==> config.mk <==
export PLATFORM = sky130hd
export DESIGN_NAME = match_timer
export DESIGN_NICKNAME = d
export VERILOG_FILES = /design/src/rtl/mtmr_pkg.sv /design/src/rtl/mtmr_edge_sync.sv /design/src/rtl/mtmr_counter.sv /design/src/rtl/mtmr_match_chan.sv /design/src/rtl/match_timer.sv
export SDC_FILE = /design/constraint.sdc
export NUM_CORES = 1
export LEC_CHECK = 0
export BUFFER_PORTS_ARGS = -buffer_cell sky130_fd_sc_hd__buf_2
export CAP_MARGIN = 20
export CORE_MARGIN = 2
export CORE_UTILIZATION = 26
export DETAILED_ROUTE_END_ITERATION = 7
export SLEW_MARGIN = 20
export SYNTH_ARGS = -nofsm -noshare
export SYNTH_HDL_FRONTEND = slang
export SYNTH_SLANG_ARGS = --single-unit
export TNS_END_PERCENT = 1
==> constraint.sdc <==
create_clock -name clk -period 11.9 [get_ports clk]
set_clock_uncertainty 0.15 [all_clocks]
set_input_delay 1.19 -clock clk [delete_from_list [all_inputs] [get_ports clk]]
set_output_delay 1.19 -clock clk [all_outputs]
set_load 0.02 [all_outputs]
==> src/rtl/mtmr_pkg.sv <==
// Package: shared encodings and register indices of the match timer.
// Assumes a 4-bit register index.
package mtmr_pkg;
    localparam int ADDR_W = 4;

    typedef enum logic [1:0] {
        ACT_NONE   = 2'd0,
        ACT_LOW    = 2'd1,
        ACT_HIGH   = 2'd2,
        ACT_TOGGLE = 2'd3
    } match_act_e;

    typedef enum logic [1:0] {
        SRC_CLK  = 2'd0,
        SRC_RISE = 2'd1,
        SRC_FALL = 2'd2,
        SRC_BOTH = 2'd3
    } cnt_src_e;

    localparam logic [ADDR_W-1:0] A_CTRL    = 4'd0;
    localparam logic [ADDR_W-1:0] A_PRESC   = 4'd1;
    localparam logic [ADDR_W-1:0] A_SRC     = 4'd2;
    localparam logic [ADDR_W-1:0] A_MCTRL   = 4'd3;
    localparam logic [ADDR_W-1:0] A_CAPCTRL = 4'd4;
    localparam logic [ADDR_W-1:0] A_OUTACT  = 4'd5;
    localparam logic [ADDR_W-1:0] A_PWM     = 4'd6;
    localparam logic [ADDR_W-1:0] A_IRQCLR  = 4'd7;
    localparam int                MR_BASE   = 8;
endpackage

==> src/rtl/mtmr_edge_sync.sv <==
// Module: synchronizes an asynchronous input through STAGES flops and
// flags rising and falling edges of the synchronized level.
// Assumes STAGES >= 2. The edge pulses are combinational, one cycle wide.
module mtmr_edge_sync #(
    parameter int STAGES = 2
) (
    input  logic clk,
    input  logic rst_n,
    input  logic d,
    output logic rise_o,
    output logic fall_o
);
    logic [STAGES:0] sh_q;

    // Shift register: sync stages plus one history flop.
    always_ff @(posedge clk) begin
        if (!rst_n) sh_q <= '0;
        else        sh_q <= {sh_q[STAGES-1:0], d};
    end

    // Edge decode on the synchronized level against its previous value.
    always_comb begin
        rise_o =  sh_q[STAGES-1] & ~sh_q[STAGES];
        fall_o = ~sh_q[STAGES-1] &  sh_q[STAGES];
    end
endmodule

==> src/rtl/mtmr_counter.sv <==
// Module: prescaler and main count register.
// Assumes clr_req and stop_req are only meaningful while tick_o is high.
module mtmr_counter
    import mtmr_pkg::*;
#(
    parameter int CNT_W = 32
) (
    input  logic             clk,
    input  logic             rst_n,
    input  logic             run,
    input  logic             hold,
    input  cnt_src_e         src,
    input  logic             rise,
    input  logic             fall,
    input  logic [CNT_W-1:0] presc,
    input  logic             clr_req,
    input  logic             stop_req,
    output logic [CNT_W-1:0] tc_o,
    output logic             tick_o
);
    logic [CNT_W-1:0] pc_q;
    logic [CNT_W-1:0] tc_q;
    logic             edge_hit;
    logic             pc_wrap;

    // Tick source: prescaler wrap in clock mode, a selected edge otherwise.
    always_comb begin
        pc_wrap = (pc_q >= presc);
        unique case (src)
            SRC_RISE: edge_hit = rise;
            SRC_FALL: edge_hit = fall;
            SRC_BOTH: edge_hit = rise | fall;
            default:  edge_hit = 1'b0;
        endcase
        tick_o = run && !hold && ((src == SRC_CLK) ? pc_wrap : edge_hit);
    end

    // Prescale counter: runs only in clock mode while enabled.
    always_ff @(posedge clk) begin
        if (!rst_n || hold)                pc_q <= '0;
        else if (run && src == SRC_CLK)    pc_q <= pc_wrap ? '0 : pc_q + 1'b1;
    end

    // Count register: clear has priority, stop freezes, else increment.
    always_ff @(posedge clk) begin
        if (!rst_n || hold)  tc_q <= '0;
        else if (tick_o) begin
            if (clr_req)       tc_q <= '0;
            else if (!stop_req) tc_q <= tc_q + 1'b1;
        end
    end

    assign tc_o = tc_q;

    a_r2_hold_zero: assert property (@(posedge clk) disable iff (!rst_n)
        hold |=> (tc_q == '0));

    a_r2_step: assert property (@(posedge clk) disable iff (!rst_n)
        (tick_o && !clr_req && !stop_req) |=> (tc_q == $past(tc_q) + 1'b1));
endmodule

==> src/rtl/mtmr_match_chan.sv <==
// Module: one match channel: compare, event, output action and optional
// single-edge PWM level. Assumes period is the period channel's value.
module mtmr_match_chan
    import mtmr_pkg::*;
#(
    parameter int CNT_W       = 32,
    parameter bit PWM_CAPABLE = 1'b1
) (
    input  logic             clk,
    input  logic             rst_n,
    input  logic [CNT_W-1:0] tc,
    input  logic [CNT_W-1:0] mr,
    input  logic [CNT_W-1:0] period,
    input  logic             tick,
    input  match_act_e       act,
    input  logic             pwm_sel,
    output logic             evt_o,
    output logic             pin_o
);
    logic ext_q;
    logic pwm_lvl;

    // Event: the count advances while sitting on the match value.
    assign evt_o = tick && (tc == mr);

    // External output state updated by the configured action.
    always_ff @(posedge clk) begin
        if (!rst_n) ext_q <= 1'b0;
        else if (evt_o) begin
            unique case (act)
                ACT_LOW:    ext_q <= 1'b0;
                ACT_HIGH:   ext_q <= 1'b1;
                ACT_TOGGLE: ext_q <= ~ext_q;
                default:    ext_q <= ext_q;
            endcase
        end
    end

    // Single-edge PWM level decoded from the count.
    always_comb begin
        if (mr == '0)          pwm_lvl = 1'b1;
        else if (mr > period)  pwm_lvl = 1'b0;
        else                   pwm_lvl = (tc >= mr);
    end

    // Pin select: only PWM-capable channels may leave external mode.
    generate
        if (PWM_CAPABLE) begin : g_pwm
            assign pin_o = pwm_sel ? pwm_lvl : ext_q;
        end else begin : g_ext
            assign pin_o = (pwm_sel & 1'b0) | (pwm_lvl & 1'b0) | ext_q;
        end
    endgenerate

    a_r4_toggle: assert property (@(posedge clk) disable iff (!rst_n)
        (evt_o && act == ACT_TOGGLE) |=> (ext_q != $past(ext_q)));

    a_r4_high: assert property (@(posedge clk) disable iff (!rst_n)
        (evt_o && act == ACT_HIGH) |=> ext_q);
endmodule

==> src/rtl/match_timer.sv <==
// Module: top of the match/capture counter-timer. Holds the register file,
// capture register and sticky flags, and ties the channels to the counter.
// Assumes CNT_W <= 32, NUM_MATCH <= 8 and the register port writes one word per cycle.
module match_timer
    import mtmr_pkg::*;
#(
    parameter int CNT_W       = 32,
    parameter int NUM_MATCH   = 4,
    parameter int SYNC_STAGES = 2
) (
    input  logic                 clk,
    input  logic                 rst_n,
    input  logic                 wr_en,
    input  logic [ADDR_W-1:0]    wr_addr,
    input  logic [31:0]          wr_data,
    input  logic                 cap_in,
    output logic [NUM_MATCH-1:0] match_out,
    output logic [CNT_W-1:0]     count_o,
    output logic [CNT_W-1:0]     capture_o,
    output logic [NUM_MATCH:0]   irq_flags_o,
    output logic                 irq_o
);
    localparam int NUM_PWM   = NUM_MATCH - 1;
    localparam int FLAG_W    = NUM_MATCH + 1;
    localparam int PERIOD_CH = NUM_MATCH - 1;

    logic                 run_q, hold_q;
    logic [CNT_W-1:0]     presc_q;
    cnt_src_e             src_q;
    logic [NUM_MATCH-1:0] mirq_q, mrst_q, mstop_q;
    logic                 cap_rise_q, cap_fall_q, cap_irq_q;
    match_act_e           act_q [NUM_MATCH];
    logic [NUM_PWM-1:0]   pwm_q;
    logic [CNT_W-1:0]     mr_q [NUM_MATCH];
    logic [FLAG_W-1:0]    flags_q;
    logic [CNT_W-1:0]     cap_q;

    logic                 rise, fall, tick, cap_evt, clr_req, stop_hit;
    logic [CNT_W-1:0]     tc;
    logic [NUM_MATCH-1:0] evt, pwm_sel, pwm_force;
    logic [FLAG_W-1:0]    flag_set, flag_clr;

    mtmr_edge_sync #(.STAGES(SYNC_STAGES)) u_sync (
        .clk(clk), .rst_n(rst_n), .d(cap_in), .rise_o(rise), .fall_o(fall));

    mtmr_counter #(.CNT_W(CNT_W)) u_cnt (
        .clk(clk), .rst_n(rst_n), .run(run_q), .hold(hold_q), .src(src_q),
        .rise(rise), .fall(fall), .presc(presc_q), .clr_req(clr_req),
        .stop_req(stop_hit), .tc_o(tc), .tick_o(tick));

    assign pwm_sel   = {1'b0, pwm_q};
    assign pwm_force = {|pwm_q, {NUM_PWM{1'b0}}};

    generate
        for (genvar i = 0; i < NUM_MATCH; i++) begin : g_ch
            mtmr_match_chan #(.CNT_W(CNT_W), .PWM_CAPABLE(i < NUM_PWM)) u_ch (
                .clk(clk), .rst_n(rst_n), .tc(tc), .mr(mr_q[i]),
                .period(mr_q[PERIOD_CH]), .tick(tick), .act(act_q[i]),
                .pwm_sel(pwm_sel[i]), .evt_o(evt[i]), .pin_o(match_out[i]));
        end
    endgenerate

    // Match side effects and capture/flag events.
    always_comb begin
        clr_req  = |(evt & (mrst_q | pwm_force));
        stop_hit = |(evt & mstop_q);
        cap_evt  = (rise & cap_rise_q) | (fall & cap_fall_q);
        flag_set = {cap_evt & cap_irq_q, evt & mirq_q};
        flag_clr = (wr_en && wr_addr == A_IRQCLR) ? wr_data[FLAG_W-1:0] : '0;
    end

    // Register file writes; a stop-on-match overrides a same-cycle run write.
    always_ff @(posedge clk) begin
        if (!rst_n) begin
            run_q <= 1'b0; hold_q <= 1'b0; presc_q <= '0; src_q <= SRC_CLK;
            mirq_q <= '0; mrst_q <= '0; mstop_q <= '0; pwm_q <= '0;
            cap_rise_q <= 1'b0; cap_fall_q <= 1'b0; cap_irq_q <= 1'b0;
            for (int i = 0; i < NUM_MATCH; i++) begin
                act_q[i] <= ACT_NONE;
                mr_q[i]  <= '0;
            end
        end else begin
            if (wr_en) begin
                unique case (wr_addr)
                    A_CTRL:    begin run_q <= wr_data[0]; hold_q <= wr_data[1]; end
                    A_PRESC:   presc_q <= wr_data[CNT_W-1:0];
                    A_SRC:     src_q <= cnt_src_e'(wr_data[1:0]);
                    A_MCTRL: begin
                        mirq_q  <= wr_data[NUM_MATCH-1:0];
                        mrst_q  <= wr_data[2*NUM_MATCH-1:NUM_MATCH];
                        mstop_q <= wr_data[3*NUM_MATCH-1:2*NUM_MATCH];
                    end
                    A_CAPCTRL: begin
                        cap_rise_q <= wr_data[0];
                        cap_fall_q <= wr_data[1];
                        cap_irq_q  <= wr_data[2];
                    end
                    A_OUTACT:
                        for (int i = 0; i < NUM_MATCH; i++)
                            act_q[i] <= match_act_e'(wr_data[2*i +: 2]);
                    A_PWM:     pwm_q <= wr_data[NUM_PWM-1:0];
                    default:   ;
                endcase
            end
            for (int i = 0; i < NUM_MATCH; i++)
                if (wr_en && wr_addr == ADDR_W'(MR_BASE + i))
                    mr_q[i] <= wr_data[CNT_W-1:0];
            if (stop_hit) run_q <= 1'b0;
        end
    end

    // Sticky flags: set wins over write-one-to-clear.
    always_ff @(posedge clk) begin
        if (!rst_n) flags_q <= '0;
        else        flags_q <= (flags_q & ~flag_clr) | flag_set;
    end

    // Capture register: loads the count on a selected edge.
    always_ff @(posedge clk) begin
        if (!rst_n)       cap_q <= '0;
        else if (cap_evt) cap_q <= tc;
    end

    assign count_o     = tc;
    assign capture_o   = cap_q;
    assign irq_flags_o = flags_q;
    assign irq_o       = |flags_q;

    a_r9_sticky: assert property (@(posedge clk) disable iff (!rst_n)
        1'b1 |=> ((($past(flags_q) & ~$past(flag_clr)) & ~flags_q) == '0));

    a_r6_load: assert property (@(posedge clk) disable iff (!rst_n)
        cap_evt |=> (cap_q == $past(tc)));

    a_r5_stop: assert property (@(posedge clk) disable iff (!rst_n)
        stop_hit |=> !run_q);

    a_r5_clear: assert property (@(posedge clk) disable iff (!rst_n)
        (tick && clr_req) |=> (count_o == '0));

    a_r8_period: assert property (@(posedge clk) disable iff (!rst_n)
        (tick && (|pwm_q) && tc == mr_q[PERIOD_CH]) |=> (count_o == '0));
endmodule

; ---- Word level (Yosys, flattened, before mapping)
; Memory sizes are Yosys's and may differ from the RTL's.
; Cells that the tools add are included.
[totals]
mem_bits_rw = 136
reg_bits = 162
memories = 2
output_inout_bits = 74
[memory_table]
columns = name, depth, word_bits, read_ports, rd_ports_with_merged_regs, write_ports, line_no
row1 = mr_q, 4, 32, 4, 0, 4, match_timer.sv:34  ; logic [CNT_W-1:0] mr_q [NUM_MATCH];
row2 = act_q, 4, 2, 4, 0, 4, match_timer.sv:32  ; match_act_e act_q [NUM_MATCH];
[classes]
n_bitwise = 29
magnitude_cmp = 7
addsub = 2
n_mux = 44
n_reduce_logical = 40
n_eq_ne = 31
[op_table]
columns = cell, n
row1 = two-way mux 32 bit, 7
row2 = equality test 32 bit, 4
row3 = greater-or-equal comparator 32 bit, 4
row4 = > comparator 32 bit, 3
row5 = zero test 32 bit, 3
row6 = "adder 32 x 1 -> 32 bit, second input constant", 2
row7 = two-way mux 1 bit, 27
row8 = AND reduction 2 bit, 11
row9 = "equality test 2 bit, second input constant", 10
row10 = "equality test 4 x 3 -> 1 bit, second input constant", 4
row11 = "equality test 4 bit, second input constant", 4
row12 = one-hot mux 1 bit (3 select lines), 5
row13 = bitwise AND 4 bit, 3
row14 = logical AND 1 bit, 12
row15 = nonzero test 3 bit, 4
row16 = "equality test 2 x 1 -> 1 bit, second input constant", 5
row17 = OR 1 bit, 10
row18 = OR reduction 5 bit, 2
row19 = "equality test 4 x 2 -> 1 bit, second input constant", 2
row20 = two-way mux 2 bit, 4
row21 = OR reduction 4 bit, 2
row22 = NOT 1 bit, 7
row23 = bitwise AND 1 bit, 5
row24 = bitwise AND 5 bit, 1
row25 = 11 further kinds, 12

; ---- Logic depth before layout (Yosys ltp)
; Gate-level depths: netlist (run 1).
[depth]
word_depth = 11
depth_mapped = 13
mapped_depth_nobuf = 10

; ---- By module
; From an unflattened synthesis (run 1), not the netlist that was laid out.
[hier_totals]
cells_unflattened = 2003
hier_area_um2 = 18373.9
[modules_own_cells]
columns = mod, n_inst, seq_area_each_um2, area_per_inst_um2, cells_each
row1 = match_timer, 1, 5905.7, 8552.0, 728
row2 = mtmr_match_chan (g_ch[0].u_ch ...), 3, 20.0, 1741.7, 237
row3 = mtmr_counter, 1, 1281.2, 4077.7, 505
row4 = mtmr_match_chan (g_ch[3].u_ch), 1, 20.0, 427.9, 51
row5 = mtmr_edge_sync, 1, 60.1, 91.3, 8

; ---- Worst setup path after synthesis (run 1)
; OpenSTA, ideal clock, no wires.
[synth_timing]
path_kind = in2reg
startpoint = in wr_addr[0]
endpoint = mem mr_q[0][0] (enable)
stages = 2
slack_ns = 7.300
n_path_buf = 0
arrival_time_ns = 3.985
required_time_ns = 11.284
path_cell_list = or3b_2 o21ai_0
[synth_lines]
columns = item, line_no
row1 = "start, declared", match_timer.sv:14  ; input logic [ADDR_W-1:0] wr_addr,
row2 = "end, declared", match_timer.sv:34

==> impl_metrics.tcl, run 1 <==
set metrics [dict create \
    status "complete, no violations" \
    clkSinkCount 298 \
    maxCapViolations 0 \
    final-max-slew-violation-count 0 \
    max_freq_mhz 192 \
    avgViaCountPerCell 4.92 \
    htree_levels 2 \
    hold_buffers 0 \
    slew-limit-headroom_pct 29.3 \
    critPathRequiredTime_ns 10.56 \
    met2_length_um 29300 \
    cts_resized 0 \
    mappedNetlistArea_um2 18100 \
    hold_viol_final 0 \
    ys.flop_type "dfxtp_1" \
    synthMuxAreaShare_pct 0.886 \
    ant_nets 0 \
    multi_input_area_um2 9860 \
    cts-root-buf "clkbuf_16" \
    synthesis.nets 2245 \
    synthArstFlopShare_pct 0 \
    firstDrtPassIters 7 \
    first_global_vias 14369 \
    die_x_um 268 \
    drive_gt1_share_pct 10.9 \
    vias 14933 \
    core_um2 68700 \
    antenna_found_initial 9 \
    n_fill_cell 7247 \
    setup_violations 0 \
    wl_met3_um 4340 \
    num-nets-final 2348 \
    synthTopCellsByArea "edfxtp_1 23%, dfxtp_1 18%, ha_1 16%, and2_1 5.1%, a21oi_1 4.6%" \
    die_h_um 268 \
    hpwl_um 49400 \
    clock_latency_ns 0.56 \
    top_layer "met5" \
    fin_crit_ns 5.21 \
    reg2regPathDepth 11 \
    syn-mean-instance-area_um2 9.14 \
    path_clk_slew_ns 0.06 \
    internal_power_uw 1850 \
    seq_area_um2 7330 \
    gr-total-overflow 0 \
    utilization_pct 30.5 \
    syn_inst 1977 \
    dieArea_um2 71600 \
    synth-seq-cells 298 \
    gp_congestion 1.04 \
    post_cts_buffers 0 \
    cp_max_fo 3 \
    period_share_pct 43.8 \
    switchingPower_uw 661 \
    hold_path_class "reg2reg" \
    yosysSeqAreaShare_pct 40.6 \
    grt_pass1_wl_um 93600 \
    clock_path_buffers 3 \
    clockPowerShare_pct 44.2 \
    p_seq_share_pct 45.9 \
    yosysWarnings 0 \
    synth_adder_area_share_pct 15.8 \
    power_leakage_uw 0.00881 \
    rsz0062_at_grt "false" \
    synthDistinctLibCells 85 \
    critPathKind "reg2out" \
    startpoint "mr_q[2][31]" \
    wl_um 63200 \
    cp-endpoint "match_out[2]" \
    endpoint_kind "output port" \
    ios 114 \
    area_growth_syn_to_layout_pct 15.8 \
    synth-xor-area-share_pct 3.01 \
    powerDensity_nw_per_um2 120 \
    worstSetupStartpointType "flop" \
    vdd_drop_max_v 0.0000981 \
    cts_inserted_buffers 35 \
    synth_compound_area_share_pct 12.3 \
    reg2reg_to "u_cnt.tc_o[24]" \
    drt-met1-wl_um 27500 \
    worst_pin_slew_ns 1.05 \
    post_drt_wl_per_cell_um 20.8 \
    synth_edf_count 136 \
    grt_max_degree 71 \
    r2r_slack_ns 7.63 \
    std_cell_rows 96 \
    crit_arrival_ns 3.87 \
    synth_top_area_cell "edfxtp_1" \
    start_util_pct 26.3 \
    synthSimpleGateAreaFrac_pct 22.2 \
    combinationalPowerShare_pct 9.9 \
    drt_iter0_markers 1312 \
    p_sw_share_pct 26.3 \
    r2r-start "u_cnt.tc_o[0]" \
    cts_tree "yes" \
    grtUsageTotal_pct 17.6 \
    portBuffers 113 \
    setup_tns_ns 0 \
    synth_top_family_by_area "simple AND/OR/NAND/NOR gates" \
    drc 0 \
    yosysTopAreaCellShare_pct 22.6 \
]
sequential cells by signal, summed over array words and instances, names as in the netlist, 2 cells and up:
signal           count
act_q                8
capture_o           32
g_ch.u_ch.ext_q      3
irq_flags_o          5
mirq_q               4
mr_q               128
mrst_q               4
mstop_q              4
presc_q             32
pwm_q                3
src_q                2
u_cnt.pc_q          32
u_cnt.tc_o          32
u_sync.sh_q          3
kinds of logic after synthesis:
family                   after synthesis
buffers and inverters                244
XOR/XNOR                              62
AO/OA/AOI/OAI                        356
AND/OR/NAND/NOR                      773
adder cells (fa/ha/maj)              228
multiplexers                          16
flip-flops                           298
cell type report:
type                    count  share of cell area [%]
well taps                 931                    5.57
clock inverters            18                   0.998
repair buffers            133                    3.61
diodes                      1                  0.0120
clock buffers              45                    4.53
inverters                 177                    3.18
multi-input cells        1435                    47.1
flip-flops and latches    298                    35.0
worst min path at each step:
stage                        start                 end  slack (ns)  depth (start not counted)
finish                 act_q[3][0]  g_ch[3].u_ch.pin_o        0.29                          1
global route          capture_o[0]        capture_o[0]        0.31                          2
CTS                    act_q[3][0]  g_ch[3].u_ch.pin_o        0.29                          1
detailed placement     act_q[3][0]  g_ch[3].u_ch.pin_o        0.29                          1
global placement       act_q[1][0]  g_ch[1].u_ch.ext_q        0.28                          1
floorplan           u_sync.sh_q[0]      u_sync.sh_q[1]        0.26                          1
power groups by stage:
stage | sequential (uW) | clock [uW] | combinational, uW
after floorplan | 1150 | 0 | 148
after global placement | 1170 | 0 | 246
after detailed placement | 1170 | 0 | 247
after CTS | 1150 | 1130 | 248
after global routing | 1150 | 1170 | 277
final | 1150 | 1110 | 249
Yosys cell counts, drive strengths merged, types with 11 or more instances:
cell and n:
a21o 43, a21oi 166, a31oi 11, and2 146
and3 15, buf 17, clkbuf 50, dfxtp 162
edfxtp 136, ha 228, inv 177, mux2i 16
nand2 220, nand2b 12, nand3 58, nand4 72
nor2 122, nor2b 17, nor3 22, nor4 45
o211ai 12, o21ai 58, or3 13, xor2 53
through the flow:
stage	hold WS [ns]	area (um^2)	setup slack, ns	total power (uW)	std cells
6_report	0.293	20900	6.69	2510	3038
5_1_grt	0.312	20900	6.56	2600	3037
4_1_cts	0.294	20900	6.66	2530	3037
3_5_place_dp	0.285	19800	7.28	1420	2974
2_1_floorplan	0.262	18100	7.30	1300	1977
3_3_place_gp	0.278	19700	7.26	1420	2972
metal layers:
metal  vias to the layer above  global-route usage [%]
met4                         6                    6.16
met2                       494                    29.0
met1                      7126                    23.2
li1                       7213                       -
met3                        94                    2.90
met5                         -                       0
cells in the final DEF, fill, tap and decap left out, types with 16 or more instances in the layout:
cell	netlist	layout
nor4_1	42	42
nor3_1	21	19
o21ai_0	55	49
edfxtp_1	136	136
buf_4	5	18
nor2b_1	17	17
and2_1	146	146
inv_1	176	176
buf_2	9	113
clkbuf_16	0	35
a21o_1	43	43
dfxtp_1	162	162
a21oi_1	165	165
nor2_1	121	120
mux2i_1	16	16
nand4_1	71	71
nand3_1	57	57
xor2_1	53	53
ha_1	228	228
nand2_1	218	218
worst max-delay path, cell delays in order (launching register included):
cell	delay [ns]
edfxtp_1	0.53
inv_1	0.09
ha_1	0.32
nand4_1	0.18
nor3_1	0.40
nand4_1	0.18
nor4_1	0.82
nor4_1	0.17
o211ai_1	0.14
o31a_1	0.26
buf_2	0.21
Power figures use the tool's default switching activity.
==> run 2, diff against run 1 <==
==> constraint.sdc (replaced) <==
create_clock -name clk -period 4.4 [get_ports clk]
set_clock_uncertainty 0.15 [all_clocks]
set_input_delay 0.44 -clock clk [delete_from_list [all_inputs] [get_ports clk]]
set_output_delay 0.44 -clock clk [all_outputs]
set_load 0.02 [all_outputs]
==> impl_metrics.tcl, run 2 (synthesized netlist as in run 1, its figures left out) <==
set metrics [dict create \
    hold_viol_final 0 \
    first_global_vias 14566 \
    maxCapViolations 0 \
    cp_cell_sequence "inv_1 -> ha_1 -> a21o_1 -> a21o_1 -> a2111oi_0 -> o21ai_1 -> a21oi_1 -> o21ai_0 -> a21oi_1 -> o21ai_0 -> buf_4 -> buf_2" \
    cts_tree "yes" \
    drt-met1-wl_um 27900 \
    utilization_pct 30.7 \
    post_cts_buffers 0 \
    path_clk_slew_ns 0.06 \
    min_to "presc_q[16]" \
    fin_crit_ns 4.24 \
    ant_nets 0 \
    ios 114 \
    min-delay-start "wr_data[16]" \
    grtUsageTotal_pct 17.9 \
    cts-root-buf "clkbuf_16" \
    drt_iter0_markers 1227 \
    power_leakage_uw 0.00891 \
    reg2reg_to "u_cnt.tc_o[7]" \
    rsz0062_at_grt "false" \
    wl_met3_um 4780 \
    vias 15038 \
    cp_max_fo 3 \
    grt_max_degree 59 \
    area_growth_syn_to_layout_pct 16.7 \
    htree_levels 2 \
    num-nets-final 2368 \
    r2r-start "u_cnt.tc_o[7]" \
    grt_pass1_wl_um 94700 \
    max_freq_mhz 236 \
    min_path_cells 3 \
    start_util_pct 26.3 \
    slew-limit-headroom_pct 29.8 \
    drc 0 \
    status "complete, no violations" \
    hpwl_um 50500 \
    antenna_found_initial 14 \
    post_drt_wl_per_cell_um 21.1 \
    worstSetupStartpointType "flop" \
    powerDensity_nw_per_um2 329 \
    top_layer "met5" \
    top_register "mr_q" \
    total_power_uw 6930 \
    reg2regPathDepth 10 \
    crit_arrival_ns 3.65 \
    dieArea_um2 71600 \
    setup_violations 0 \
    avgViaCountPerCell 4.91 \
    slowest_delay_ns 0.50 \
    std_cell_rows 96 \
    period_share_pct 96.5 \
    vdd_drop_max_v 0.000194 \
    gr-total-overflow 0 \
    hold_path_class "in2reg" \
    gp_congestion 0.958 \
    endpoint_kind "output port" \
    final-max-slew-violation-count 0 \
    final_cell_mix "228 x ha_1, 218 x nand2_1, 176 x inv_1" \
    cts_inserted_buffers 37 \
    critPathKind "reg2out" \
    die_h_um 268 \
    setup_tns_ns 0 \
    met2_length_um 29100 \
    largest_register_ffs 128 \
    critPathRequiredTime_ns 3.81 \
    clock_path_buffers 3 \
    mostFrequentLayoutCell "ha_1" \
    core_um2 68700 \
    r2r_slack_ns 0.63 \
    drive_gt1_share_pct 11.7 \
    portBuffers 113 \
    clock_latency_ns 0.57 \
    firstDrtPassIters 7 \
    die_x_um 268 \
    slowest_stage "a2111oi_0" \
    wl_um 64400 \
    clkSinkCount 298 \
    worst_pin_slew_ns 1.05 \
    n_fill_cell 7275 \
]
-- run 2: power breakdown --
group	internal [uW]	total [uW]	switching, uW
combinational	237	675	439
clock	1870	3130	1270
sequential	2990	3120	130
-- run 2: cell type report --
cell class / instances / area, um^2 / share of cell area (%)
Inverter: 177 / 666 / 3.16
Clock buffer: 46 / 970 / 4.60
Sequential cell: 298 / 7330 / 34.7
Clock inverter: 21 / 245 / 1.16
Multi-Input combinational cell: 1435 / 9860 / 46.8
Antenna cell: 1 / 2.50 / 0.0119
Tap cell: 931 / 1160 / 5.52
Timing Repair Buffer: 151 / 853 / 4.05
-- run 2: timing repair --
| item | 4_1_cts | 5_1_grt |
|---|---|---|
| endpoints found under the hold margin | 1 | 0 |
| endpoints found under the setup margin | 1 | 1 |
| resized for setup | 1 | 1 |
| hold buffers | 1 | 0 |
-- run 2: worst max-delay path by stage --
stage | startpoint | endpoint | slack, ns | cells after the start
final | mr_q[0][9] | match_out[0] | 0.16 | 12
after global routing | mr_q[0][9] | match_out[0] | 0.05 | 12
after CTS | mr_q[0][9] | match_out[0] | 0.09 | 12
after detailed placement | mr_q[3][9] | match_out[1] | 0.48 | 11
after global placement | mr_q[3][9] | match_out[1] | 0.50 | 11
after floorplan | wr_addr[0] | mr_q[0][0] | 0.55 | 2
-- run 2: metal layers --
metal	vias to the layer above	global-route usage, %
li1	7247	-
met1	7121	23.1
met2	537	28.9
met3	121	3.93
met4	12	7.19
met5	-	0
-- run 2: worst max-delay path: cells and delay by family, from the launching register on --
family                     cells  cell delay (ns)
AOI/OAI and AO/OA              8             1.91
adders and majority gates      1             0.28
buffers and inverters          3             0.49
DFF                            1             0.42
-- run 2: stage by stage --
stage / std cells / hold slack, ns / cell area, um^2 / setup WS (ns)
after floorplan: 1977 / 0.262 / 18100 / 0.550
after global placement: 2991 / 0.277 / 19900 / 0.495
after global routing: 3059 / 0.0419 / 21100 / 0.0477
final: 3060 / 0.0462 / 21100 / 0.156
after detailed placement: 2991 / 0.290 / 19900 / 0.482
after CTS: 3059 / 0.0177 / 21100 / 0.0911
